`src/rtl/pll_div_search_pkg.sv`:
```
// Shared types for the PLL divider search engine.
// Assumes nothing beyond the importing modules' parameters.
package pll_div_search_pkg;

    typedef enum logic [3:0] {
        S_IDLE,   // waiting for start
        S_NLO,    // first pre-divider from the reference ceiling
        S_NHI,    // last pre-divider from the reference floor
        S_NCHK,   // pre-divider loop test
        S_FINT,   // reference frequency for this pre-divider
        S_MLO,    // first multiplier from the output floor
        S_MHI,    // multiplier bound from the output ceiling
        S_MDCO,   // multiplier bound from the oscillator ceiling
        S_MCHK,   // multiplier loop test, loads the offer
        S_OFFER   // candidate on the port, waiting for transfer
    } srch_state_t;

endpackage

```
`src/rtl/pll_srch_divider.sv`:
```
// Restoring unsigned divider, one quotient bit per cycle.
// go loads the operands. W cycles later fin pulses, and quo/rem hold
// until the next go. Assumes divisor is nonzero and go is not raised
// while a division is running.
module pll_srch_divider #(
    parameter int W = 32
) (
    input  logic         clk,
    input  logic         rst_n,
    input  logic         go,
    input  logic [W-1:0] dividend,
    input  logic [W-1:0] divisor,
    output logic         fin,
    output logic [W-1:0] quo,
    output logic [W-1:0] rem
);
    localparam int CW = $clog2(W + 1);

    logic [W-1:0]  acc_q;
    logic [W-1:0]  rem_q;
    logic [W-1:0]  dvs_q;
    logic [CW-1:0] cnt_q;
    logic          run_q;
    logic [W:0]    trial;

    // Partial remainder with the next dividend bit shifted in.
    always_comb trial = {rem_q, acc_q[W-1]};

    // One shift-and-subtract step per cycle while running.
    always_ff @(posedge clk) begin
        if (!rst_n) begin
            acc_q <= '0;
            rem_q <= '0;
            dvs_q <= '0;
            cnt_q <= '0;
            run_q <= 1'b0;
            fin   <= 1'b0;
        end else begin
            fin <= 1'b0;
            if (go) begin
                acc_q <= dividend;
                rem_q <= '0;
                dvs_q <= divisor;
                cnt_q <= CW'(W);
                run_q <= 1'b1;
            end else if (run_q) begin
                if (trial >= {1'b0, dvs_q}) begin
                    rem_q <= W'(trial - {1'b0, dvs_q});
                    acc_q <= {acc_q[W-2:0], 1'b1};
                end else begin
                    rem_q <= trial[W-1:0];
                    acc_q <= {acc_q[W-2:0], 1'b0};
                end
                cnt_q <= cnt_q - 1'b1;
                if (cnt_q == CW'(1)) begin
                    run_q <= 1'b0;
                    fin   <= 1'b1;
                end
            end
        end
    end

    assign quo = acc_q;
    assign rem = rem_q;
endmodule

```
`src/rtl/pll_srch_offer.sv`:
```
// Candidate holding register for the valid/ready port.
// load captures a candidate and raises valid. A transfer (valid and ready)
// drops valid. The fields change only on load. Assumes load is never
// raised while valid is already high.
module pll_srch_offer #(
    parameter int W  = 32,
    parameter int NW = 8,
    parameter int MW = 12
) (
    input  logic          clk,
    input  logic          rst_n,
    input  logic          load,
    input  logic [NW-1:0] in_n,
    input  logic [MW-1:0] in_m,
    input  logic [W-1:0]  in_fint,
    input  logic [W-1:0]  in_dco,
    input  logic          ready,
    output logic          valid,
    output logic [NW-1:0] out_n,
    output logic [MW-1:0] out_m,
    output logic [W-1:0]  out_fint,
    output logic [W-1:0]  out_dco
);
    // Valid flag: set by load, cleared by a transfer.
    always_ff @(posedge clk) begin
        if (!rst_n)             valid <= 1'b0;
        else if (load)          valid <= 1'b1;
        else if (valid && ready) valid <= 1'b0;
    end

    // Candidate fields: written only on load, held otherwise.
    always_ff @(posedge clk) begin
        if (!rst_n) begin
            out_n    <= '0;
            out_m    <= '0;
            out_fint <= '0;
            out_dco  <= '0;
        end else if (load) begin
            out_n    <= in_n;
            out_m    <= in_m;
            out_fint <= in_fint;
            out_dco  <= in_dco;
        end
    end
endmodule

```
`src/rtl/pll_div_search.sv`:
```
// PLL divider candidate search engine (top).
// start captures the settings. The engine sweeps the pre-divider n upward
// and, for each n, the multiplier m upward, offering each pair with its
// reference and DCO frequency. One shared divider handles every division
// in sequence. Assumes nonzero reference bounds and W > NW, W > MW.
module pll_div_search
    import pll_div_search_pkg::*;
#(
    parameter int W  = 32,
    parameter int NW = 8,
    parameter int MW = 12
) (
    input  logic          clk,
    input  logic          rst_n,
    input  logic          start,
    input  logic [W-1:0]  clkin_hz,
    input  logic [W-1:0]  pll_min_hz,
    input  logic [W-1:0]  pll_max_hz,
    input  logic [W-1:0]  fint_min_hz,
    input  logic [W-1:0]  fint_max_hz,
    input  logic [W-1:0]  dco_max_hz,
    input  logic [NW-1:0] n_limit,
    input  logic [MW-1:0] m_limit,
    output logic          busy,
    output logic          done,
    output logic          found,
    output logic          cand_valid,
    input  logic          cand_ready,
    input  logic          cand_take,
    output logic [NW-1:0] cand_n,
    output logic [MW-1:0] cand_m,
    output logic [W-1:0]  cand_fint,
    output logic [W-1:0]  cand_dco
);
    localparam int NCW = NW + 1;
    localparam int MCW = MW + 1;
    localparam int PW  = W + MCW + 1;

    srch_state_t state;
    logic [W-1:0]   clk_q, pmin_q, pmax_q, fmin_q, fmax_q, dmax_q;
    logic [NW-1:0]  nlim_q;
    logic [MW-1:0]  mlim_q;
    logic [NCW-1:0] n_q, n_stop_q;
    logic [MCW-1:0] m_q, m_stop_q;
    logic [W-1:0]   fint_q;
    logic           dv_wait;

    logic           dv_go, dv_fin;
    logic [W-1:0]   dv_a, dv_b, dv_quo, dv_rem;
    logic [W:0]     ceil_v, half_v, nfirst_v, mfirst_v;
    logic [W-1:0]   half_floor;
    logic [PW-1:0]  prod;
    logic           offer_load;

    pll_srch_divider #(.W(W)) u_div (
        .clk(clk), .rst_n(rst_n), .go(dv_go),
        .dividend(dv_a), .divisor(dv_b),
        .fin(dv_fin), .quo(dv_quo), .rem(dv_rem)
    );

    // Operand select for the shared divider and launch of each division.
    always_comb begin
        dv_a = '0;
        dv_b = '0;
        case (state)
            S_NLO:   begin dv_a = clk_q;  dv_b = fmax_q;     end
            S_NHI:   begin dv_a = clk_q;  dv_b = fmin_q;     end
            S_FINT:  begin dv_a = clk_q;  dv_b = W'(n_q);    end
            S_MLO:   begin dv_a = pmin_q; dv_b = fint_q;     end
            S_MHI:   begin dv_a = pmax_q; dv_b = fint_q;     end
            S_MDCO:  begin dv_a = dmax_q; dv_b = fint_q;     end
            default: ;
        endcase
        dv_go = (state inside {S_NLO, S_NHI, S_FINT, S_MLO, S_MHI, S_MDCO}) && !dv_wait;
    end

    // Rounded-up quotient, its rounded-up half, and the start values clamped to 1.
    always_comb begin
        ceil_v     = {1'b0, dv_quo} + (W+1)'(dv_rem != '0);
        half_v     = (ceil_v + (W+1)'(1)) >> 1;
        half_floor = dv_quo >> 1;
        nfirst_v   = (ceil_v == '0) ? (W+1)'(1) : ceil_v;
        mfirst_v   = (half_v == '0) ? (W+1)'(1) : half_v;
        prod       = (PW'(fint_q) * PW'(m_q)) << 1;
        offer_load = (state == S_MCHK) && (m_q <= m_stop_q);
    end

    // Search sequencer: captures the settings, runs the bound divisions, walks n and m.
    always_ff @(posedge clk) begin
        if (!rst_n) begin
            state    <= S_IDLE;
            dv_wait  <= 1'b0;
            done     <= 1'b0;
            found    <= 1'b0;
            clk_q    <= '0; pmin_q <= '0; pmax_q <= '0;
            fmin_q   <= '0; fmax_q <= '0; dmax_q <= '0;
            nlim_q   <= '0; mlim_q <= '0;
            n_q      <= '0; n_stop_q <= '0;
            m_q      <= '0; m_stop_q <= '0;
            fint_q   <= '0;
        end else begin
            done <= 1'b0;
            case (state)
                S_IDLE: if (start) begin
                    clk_q  <= clkin_hz;
                    pmin_q <= pll_min_hz;
                    pmax_q <= (pll_max_hz == '0) ? '1 : pll_max_hz;
                    fmin_q <= fint_min_hz;
                    fmax_q <= fint_max_hz;
                    dmax_q <= dco_max_hz;
                    nlim_q <= n_limit;
                    mlim_q <= m_limit;
                    found  <= 1'b0;
                    state  <= S_NLO;
                end
                S_NLO, S_NHI, S_FINT, S_MLO, S_MHI, S_MDCO: begin
                    if (!dv_wait) begin
                        dv_wait <= 1'b1;
                    end else if (dv_fin) begin
                        dv_wait <= 1'b0;
                        case (state)
                            S_NLO: begin
                                n_q   <= (nfirst_v > (W+1)'(nlim_q)) ? NCW'(nlim_q) + 1'b1
                                                                  : NCW'(nfirst_v);
                                state <= S_NHI;
                            end
                            S_NHI: begin
                                n_stop_q <= (dv_quo > W'(nlim_q)) ? NCW'(nlim_q) : NCW'(dv_quo);
                                state    <= S_NCHK;
                            end
                            S_FINT: begin
                                fint_q <= dv_quo;
                                state  <= S_MLO;
                            end
                            S_MLO: begin
                                m_q   <= (mfirst_v > (W+1)'(mlim_q)) ? MCW'(mlim_q) + 1'b1
                                                                  : MCW'(mfirst_v);
                                state <= S_MHI;
                            end
                            S_MHI: begin
                                m_stop_q <= (half_floor > W'(mlim_q)) ? MCW'(mlim_q)
                                                                     : MCW'(half_floor);
                                state    <= S_MDCO;
                            end
                            default: begin
                                if (half_floor < W'(m_stop_q)) m_stop_q <= MCW'(half_floor);
                                state <= S_MCHK;
                            end
                        endcase
                    end
                end
                S_NCHK: begin
                    if (n_q > n_stop_q) begin
                        done  <= 1'b1;
                        state <= S_IDLE;
                    end else begin
                        state <= S_FINT;
                    end
                end
                S_MCHK: begin
                    if (m_q > m_stop_q) begin
                        n_q   <= n_q + 1'b1;
                        state <= S_NCHK;
                    end else begin
                        state <= S_OFFER;
                    end
                end
                S_OFFER: begin
                    if (cand_valid && cand_ready) begin
                        if (cand_take) begin
                            done  <= 1'b1;
                            found <= 1'b1;
                            state <= S_IDLE;
                        end else begin
                            m_q   <= m_q + 1'b1;
                            state <= S_MCHK;
                        end
                    end
                end
                default: state <= S_IDLE;
            endcase
        end
    end

    assign busy = (state != S_IDLE);

    pll_srch_offer #(.W(W), .NW(NW), .MW(MW)) u_offer (
        .clk(clk), .rst_n(rst_n), .load(offer_load),
        .in_n(NW'(n_q)), .in_m(MW'(m_q)), .in_fint(fint_q), .in_dco(W'(prod)),
        .ready(cand_ready), .valid(cand_valid),
        .out_n(cand_n), .out_m(cand_m), .out_fint(cand_fint), .out_dco(cand_dco)
    );
endmodule

```
`config.mk`:
```
export PLATFORM = sky130hd
export DESIGN_NAME = pll_div_search
export DESIGN_NICKNAME = d
export VERILOG_FILES = /design/src/rtl/pll_div_search_pkg.sv /design/src/rtl/pll_srch_divider.sv /design/src/rtl/pll_srch_offer.sv /design/src/rtl/pll_div_search.sv
export SDC_FILE = /design/constraint.sdc
export NUM_CORES = 2
export LEC_CHECK = 0
export ABC_CLOCK_PERIOD_IN_PS = 6700
export BUFFER_PORTS_ARGS = -buffer_cell sky130_fd_sc_hd__buf_2
export CAP_MARGIN = 20
export CORE_UTILIZATION = 40
export CTS_CLUSTER_DIAMETER = 120
export DETAILED_ROUTE_END_ITERATION = 7
export GPL_ROUTABILITY_DRIVEN = 1
export GPL_TIMING_DRIVEN = 0
export PLACE_DENSITY = 0.64
export REMOVE_ABC_BUFFERS = 1
export SYNTH_ARGS = -nofsm -noshare
export SYNTH_HDL_FRONTEND = slang
export SYNTH_SLANG_ARGS = --single-unit
```
`constraint.sdc`:
```
create_clock -name clk -period 6.7 [get_ports clk]
set_input_delay 1.005 -clock clk [delete_from_list [all_inputs] [get_ports clk]]
set_output_delay 1.005 -clock clk [all_outputs]
set_load 0.005 [all_outputs]
```
### Word-level counts from Yosys, hierarchy flattened

Cells that the tools add are included.
W data, S select, Z words.

* output and inout port bits: 88
* register bits: 483
* word-level logic and storage cells: 153
* input port bits: 217

* bitwise logic cells: 3
* equality and inequality tests: 19
* $lt $le $gt $ge: 9
* $add $sub $neg: 8
* multiplexer cells: 53
* reduce and logical (&&, ||, !) cells: 31
* $mul: 1

Operators by type and width (number)
* $pmux W32 S4: 2
* $mux W32: 5
* $mux W13: 8
* $logic_not A33 Y1: 2
* $mux W9: 6
* $pmux W13 S2: 2
* $pmux W4 S5: 2
* $add A32 B1 Y33: 1
* $add A33 B1 Y33 const B: 1
* $ge A33 B32 Y1: 1
* $gt A33 B8 Y1: 1
* $mux W33: 1
* $gt A32 B12 Y1: 1
* $gt A32 B8 Y1: 1
* $logic_not A32 Y1: 1
* $mul A32 B13 Y31: 1
* $reduce_bool A32 Y1: 1
* $sub A32 B32 Y32: 1
* $gt A31 B12 Y1: 1
* $lt A31 B13 Y1: 1
* $mux W4: 6
* $pmux W9 S2: 1
* $eq A4 B3 Y1 const B: 4
* $reduce_and A4 Y1: 4
* other kinds (32): 69

### Longest topological paths before layout

* depth after elaboration: 11
* gate-level depth with buffers: 29

### Modules after synthesis

Synthesis repeated with hierarchy kept, for this count alone.

* cells, all modules: 4269
* area total of the unflattened synthesis: 35370.2 µm²

Modules (own cells, without submodules)
* pll_div_search: cells an instance 3236, area each 25733.4 µm², instances 1
* pll_srch_divider: cells an instance 759, area each 6374.9 µm², instances 1
* pll_srch_offer: cells an instance 274, area each 3261.9 µm², instances 1

### Least setup slack after synthesis

No wires, ideal clock.

* path kind: flip-flop to flip-flop
* from: reg m_q[5]
* to: reg u_offer.out_dco[31]
* arrival time: 6040 ps
* cell stages (with the launch flop): 25
* period minus slack after synthesis: 6141 ps
* slack: 559 ps
* path through: dfxtp_1 > clkbuf_1 > clkbuf_1 > clkbuf_1 > nand2_1 > fa_1 > fa_1 > inv_1 > fa_1 > inv_1 > fa_1 > inv_1 > fa_1 > ha_1 > a21oi_1 > o21bai_1 > a21o_1 > a21o_1 > nor2_1 > o21ai_0 > a21oi_1 > nor3_1 > a2111oi_0 > mux2i_1 > o41ai_1

* longest elaborated chain between the ends: 2
* elaborated cells between the ends (all ways): 3
* classes of those cells: mul (1); order compare (1); reduce/logical (1)

Ends and longest elaborated chain
* start, declared: RTL line pll_div_search.sv:44 `logic [MCW-1:0] m_q, m_stop_q;`
* start signal, assigned: RTL line pll_div_search.sv:136 `m_q <= (mfirst_v > (W+1)'(mlim_q)) ? MCW'(mlim_q) + 1'b1`
* start signal, assigned: RTL line pll_div_search.sv:175 `m_q <= m_q + 1'b1;`
* branches (longest 2 deep; another with $mul A32 B13 Y31)
* end signal, assigned: RTL line pll_srch_offer.sv:42 `out_dco <= in_dco;`
* end, declared: RTL line pll_srch_offer.sv:22 `output logic [W-1:0] out_dco`

Several ways; the timed one is not identified.
A chain may end at the register's enable or synchronous reset.

### Worst setup path after layout

* from: reg u_div.rem_q[8] (netlist: u_div.rem[8])
* to: reg m_q[7]

* longest elaborated chain between the ends: 11

Ends and longest elaborated chain
* start, declared: RTL line pll_srch_divider.sv:20 `logic [W-1:0] rem_q;`
* start signal, assigned: RTL line pll_srch_divider.sv:48 `rem_q <= W'(trial - {1'b0, dvs_q});`
* start signal, assigned: RTL line pll_srch_divider.sv:51 `rem_q <= trial[W-1:0];`
* $reduce_bool A32 Y1 *: RTL line pll_div_search.sv:79 `ceil_v = {1'b0, dv_quo} + (W+1)'(dv_rem != '0);`
* $add A32 B1 Y33 *: RTL line pll_div_search.sv:79
* $add A33 B1 Y33 *: RTL line pll_div_search.sv:80 `half_v = (ceil_v + (W+1)'(1)) >> 1;`
* $logic_not A33 Y1: RTL line pll_div_search.sv:83 `mfirst_v = (half_v == '0) ? (W+1)'(1) : half_v;`
* $mux W32 *: RTL line pll_div_search.sv:83
* $gt A32 B12 Y1: RTL line pll_div_search.sv:136
* $mux W13 *: RTL line pll_div_search.sv:136
* $mux W13 *: RTL line pll_div_search.sv:121 `case (state)`
* $mux W13 *: RTL line pll_div_search.sv:119 `end else if (dv_fin) begin`
* $mux W13 *: RTL line pll_div_search.sv:117 `if (!dv_wait) begin`
* $pmux W13 S2 *: RTL line pll_div_search.sv:103 `case (state)`

Every way passes the cells marked *; elsewhere a longest branch is shown, timed or not. The select of a mux whose other input is x is not followed.

==> flow_summary.yaml <==
floorplan:
  fp.coreArea_um2: 85000
  die-height_um: 295
  placementRows: 107
  initial_cell_density_of_the_core_pct: 40.3
  dieWidth_um: 295
  dieArea_um2: 86900
  ios: 305
sta:
  report.final.setup_viol: 0
  hold_viol_final: 0
  final.setup_skew_ns: 0.0374
  timing.final.max_slew_violations: 0
  post-route-period-util_pct: 96.6
  post-route-min-period_ns: 6.47
  worst_hold_slack_ns: 0.447
  timing_worst_slew_pin_value_ns: 1.14
  clock.fmax_mhz: 155
  relSlewSlack_pct: 23.8
  post-route-worst-setup-slack_ns: 0.231
power:
  static-leakage-power_nw: 16.4
  power_frac_comb_pct: 47.4
  p_clk_share_pct: 23.4
  switching_share_pct: 43.2
  internal-power_mw: 8.49
  switchingPower_mw: 6.45
  share_seq_of_total_power_pct: 29.3
  worst_ir_drop_vdd_mv: 0.345
  power-per-cell-area_nw_per_um2: 378
clock_network:
  max_h_tree_level: 2
  tritoncts: "done"
  clk_pin_slew_worst_paths_ns: 0.06
  clock_insertion_delay_worst_skew_ns: 0.67
  cts.sink_count: 483
  cts_root_buf: "sky130_fd_sc_hd__clkbuf_16"
  clock_path_buffers: 3
  tritoncts.num_buffers: 59
grt:
  grt_antenna_before_repair: 7
  grtUsageTotal_pct: 24.7
  grt.overflow.total: 0
  first_pass_grt_wire_length_um: 169000
  grt_pass1_vias: 29881
  grt_start_max_net_pins: 138
logic_synthesis:
  synth_enable_flop_cells: 0
  synth_seq_cells: 483
  yosys_warnings: 0
  post_synth_inst_count: 4237
  count_of_cell_types_in_the_netlist: 90
  synth-seq-area-share_pct: 28.2
  synth_async_sr_flop_share_pct: 0
  syn_area_um2: 34300
  syn_avg_cell_area_um2: 8.09
  synth_top_flop_cell: "sky130_fd_sc_hd__dfxtp_1"
placement:
  portBuffers: 303
  place.gp.congestion: 0.928
  preCtsSetupSlack_ns: -0.834
  dp.final_hpwl_um: 77600
detailed_routing:
  route.final.wire_length_um: 108000
  route.detailed.vias_per_inst: 5.54
  via_count: 30708
  detail_route.first_pass.iterations: 8
  wl_per_cell_um: 19.5
  ant_nets: 0
  drc_errors: 0
  drt_iter0_markers: 2238
finish:
  area_growth_syn_to_fin_pct: 15.3
  area_of_the_multi_input_gates_um2: 22600
  fin_nets: 4982
  post_route_cells_drive_above_1_share_pct: 13.7
  sequential_cell_area_um2: 9710
  layout.filler_cells: 8347
critical_path:
  timing.critical_path.buf_inv: 2
  worst-endpoint-arrival_ns: 6.96
  worst-r2r-cell-count: 27
  critical_path.startpoint_type: "flip-flop"
  timing.critical_path.from: "u_div.rem[8]"
  timing.critical_path.required_ns: 7.20
  reg2reg_from: "u_div.rem[8]"
  max_stage_delay_ns: 0.58
  critical_path.reg2reg.endpoint: "m_q[7]"
  maximum_fanout_along_the_worst_path: 11
  critPathCaptureType: "flip-flop"
  slowest_stage: "sky130_fd_sc_hd__or4b_4"
  r2r_slack_ns: 0.23
  crit_family: "compound AO/OA/AOI/OAI gates"
  setup.worst_path.class: "flip-flop to flip-flop"
worst_hold_path:
  whs_endpoint: "u_offer.out_dco[1]"
  timing.hold.worst.start: "u_offer.out_dco[1]"
  worst_hold_path_type: "flip-flop to flip-flop"
  holdPathStages: 2
run_status:
  run_status: "finished clean"
job:
  max_cap_violations: 0
## worst max-delay path by stage
stage / endpoint / cells after the start
2_1_floorplan: u_div.rem[31] / 4
3_3_place_gp: u_div.rem[31] / 5
3_5_place_dp: m_q[7] / 23
4_1_cts: m_q[0] / 23
5_1_grt: u_offer.out_dco[30] / 21
6_report: m_q[7] / 27
## metrics by stage
step	instance area (µm²)	power (mW)	std cells	utilization (%)	TNS (ns)
after floorplan	33100	8.91	3931	-	-96.68
after global placement	36000	10.2	5378	42.4	-2356.71
after detailed placement	37100	11.2	5422	43.6	-10.58
after CTS	39400	14.9	5539	46.3	0
after global routing	39500	16.0	5545	46.5	-0.00112
final	39500	14.9	5545	46.5	0
## cell families (layout without fill, tap and decap cells)
| logic type | count (synthesis) | in the layout | synth area share (%) |
|---|---|---|---|
| simple gates | 1561 | 1561 | 20.7 |
| flops | 483 | 483 | 28.2 |
| mux | 85 | 85 | 2.49 |
| other cells | 1 | 2 | 0.0109 |
| compound gates | 939 | 939 | 17.8 |
| xor+xnor | 126 | 126 | 3.28 |
| buf+inv | 627 | 790 | 7.00 |
| fa+ha+maj | 415 | 415 | 20.6 |
## tightest hold or removal path, cell delays in order (launching register included)
cell and delay [ns]:
sky130_fd_sc_hd__dfxtp_1 0.30, sky130_fd_sc_hd__nand2_1 0.05, sky130_fd_sc_hd__a21oi_1 0.05
## final cells by class
class | count | area share [%]
inverters | 321 | 3.07
well taps | 1144 | 3.62
diodes | 1 | 0.00633
repair buffers | 358 | 6.29
clock buffers | 75 | 4.24
clock inverters | 36 | 1.16
flip-flops and latches | 483 | 24.6
multi-input cells | 3127 | 57.1
## cell usage after synthesis (10+ instances only)
master                     number  area share (%)
sky130_fd_sc_hd__buf_1         10            0.11
sky130_fd_sc_hd__o21bai_1      18            0.39
sky130_fd_sc_hd__a211oi_1      85             1.9
sky130_fd_sc_hd__o21a_1        31            0.68
sky130_fd_sc_hd__buf_2         11            0.16
sky130_fd_sc_hd__a31oi_1       26            0.47
sky130_fd_sc_hd__a21boi_0      11            0.24
sky130_fd_sc_hd__dfxtp_1      483              28
sky130_fd_sc_hd__o221a_2       32             1.1
sky130_fd_sc_hd__or3_1         12            0.22
sky130_fd_sc_hd__nand2_1      917              10
sky130_fd_sc_hd__clkbuf_1     279             3.1
sky130_fd_sc_hd__and2_1       125             2.3
sky130_fd_sc_hd__a222oi_1      64             1.9
sky130_fd_sc_hd__nand4_1       71             1.3
sky130_fd_sc_hd__xnor2_1       80             2.0
sky130_fd_sc_hd__o211ai_1      14            0.31
sky130_fd_sc_hd__xor2_1        43             1.1
sky130_fd_sc_hd__nor2_1       153             1.7
sky130_fd_sc_hd__a21o_1        47             1.0
sky130_fd_sc_hd__nor2b_1       22            0.40
sky130_fd_sc_hd__and3_1        21            0.38
sky130_fd_sc_hd__nand3_1       77             1.1
sky130_fd_sc_hd__nor4_1        41            0.75
sky130_fd_sc_hd__inv_1        320             3.5
sky130_fd_sc_hd__nand2b_1      14            0.26
sky130_fd_sc_hd__nor3_1        51            0.74
sky130_fd_sc_hd__a21oi_1      433             6.3
sky130_fd_sc_hd__ha_1         168             6.1
sky130_fd_sc_hd__o21ai_0       87             1.3
sky130_fd_sc_hd__o31ai_1       18            0.39
sky130_fd_sc_hd__fa_1         247              14
sky130_fd_sc_hd__mux2i_1       82             2.4
## state kept, by name, summed over array words and instances, names as in the netlist, 8 cells and up
name              flops
fint_q               32
clk_q                32
u_div.quo            32
pmax_q               32
u_div.dvs_q          32
mlim_q               12
dmax_q               32
nlim_q                8
n_q                   9
u_offer.out_dco      31
fmax_q               32
u_offer.out_n         8
m_stop_q             13
pmin_q               32
n_stop_q              9
u_offer.out_m        12
u_div.rem            32
u_offer.out_fint     32
m_q                  13
fmin_q               32
## per-layer routing
layer / vias up / share of wire, % / global-route usage [%]
met5: - / 0.052 / 0
met4: 10 / 2.8 / 7.60
met3: 182 / 5.9 / 3.25
met2: 950 / 48 / 42.0
met1: 14886 / 43 / 32.2
li1: 14680 / - / -
## cell usage in the layout (no fill, tap or decap), types with 64 or more instances in the layout
cell type and n:
sky130_fd_sc_hd__xnor2_1 80, sky130_fd_sc_hd__inv_1 319, sky130_fd_sc_hd__buf_2 304, sky130_fd_sc_hd__nor2_1 145
sky130_fd_sc_hd__dfxtp_1 461, sky130_fd_sc_hd__a21oi_1 432, sky130_fd_sc_hd__mux2i_1 81, sky130_fd_sc_hd__nand4_1 71
sky130_fd_sc_hd__a211oi_1 85, sky130_fd_sc_hd__nand2_1 917, sky130_fd_sc_hd__nand3_1 74, sky130_fd_sc_hd__ha_1 166
sky130_fd_sc_hd__a222oi_1 64, sky130_fd_sc_hd__o21ai_0 85, sky130_fd_sc_hd__and2_1 125, sky130_fd_sc_hd__fa_1 247
## power groups by stage
stage	registers, mW	clock network, mW	logic [mW]
after floorplan	4.06	0	4.86
after detailed placement	4.39	0	6.85
after CTS	4.34	3.56	6.97
after global routing	4.45	3.68	7.89
after global placement	4.39	0	5.82
final	4.37	3.49	7.08
## repair_timing
item / 4_1_cts / 5_1_grt
hold buffers: 0 / 0
endpoints found under the setup margin: 18 / 26
pin swaps: 4 / 5
buffers inserted: 6 / 4
gates resized for setup: 27 / 31
Power figures use the tool's default switching activity.
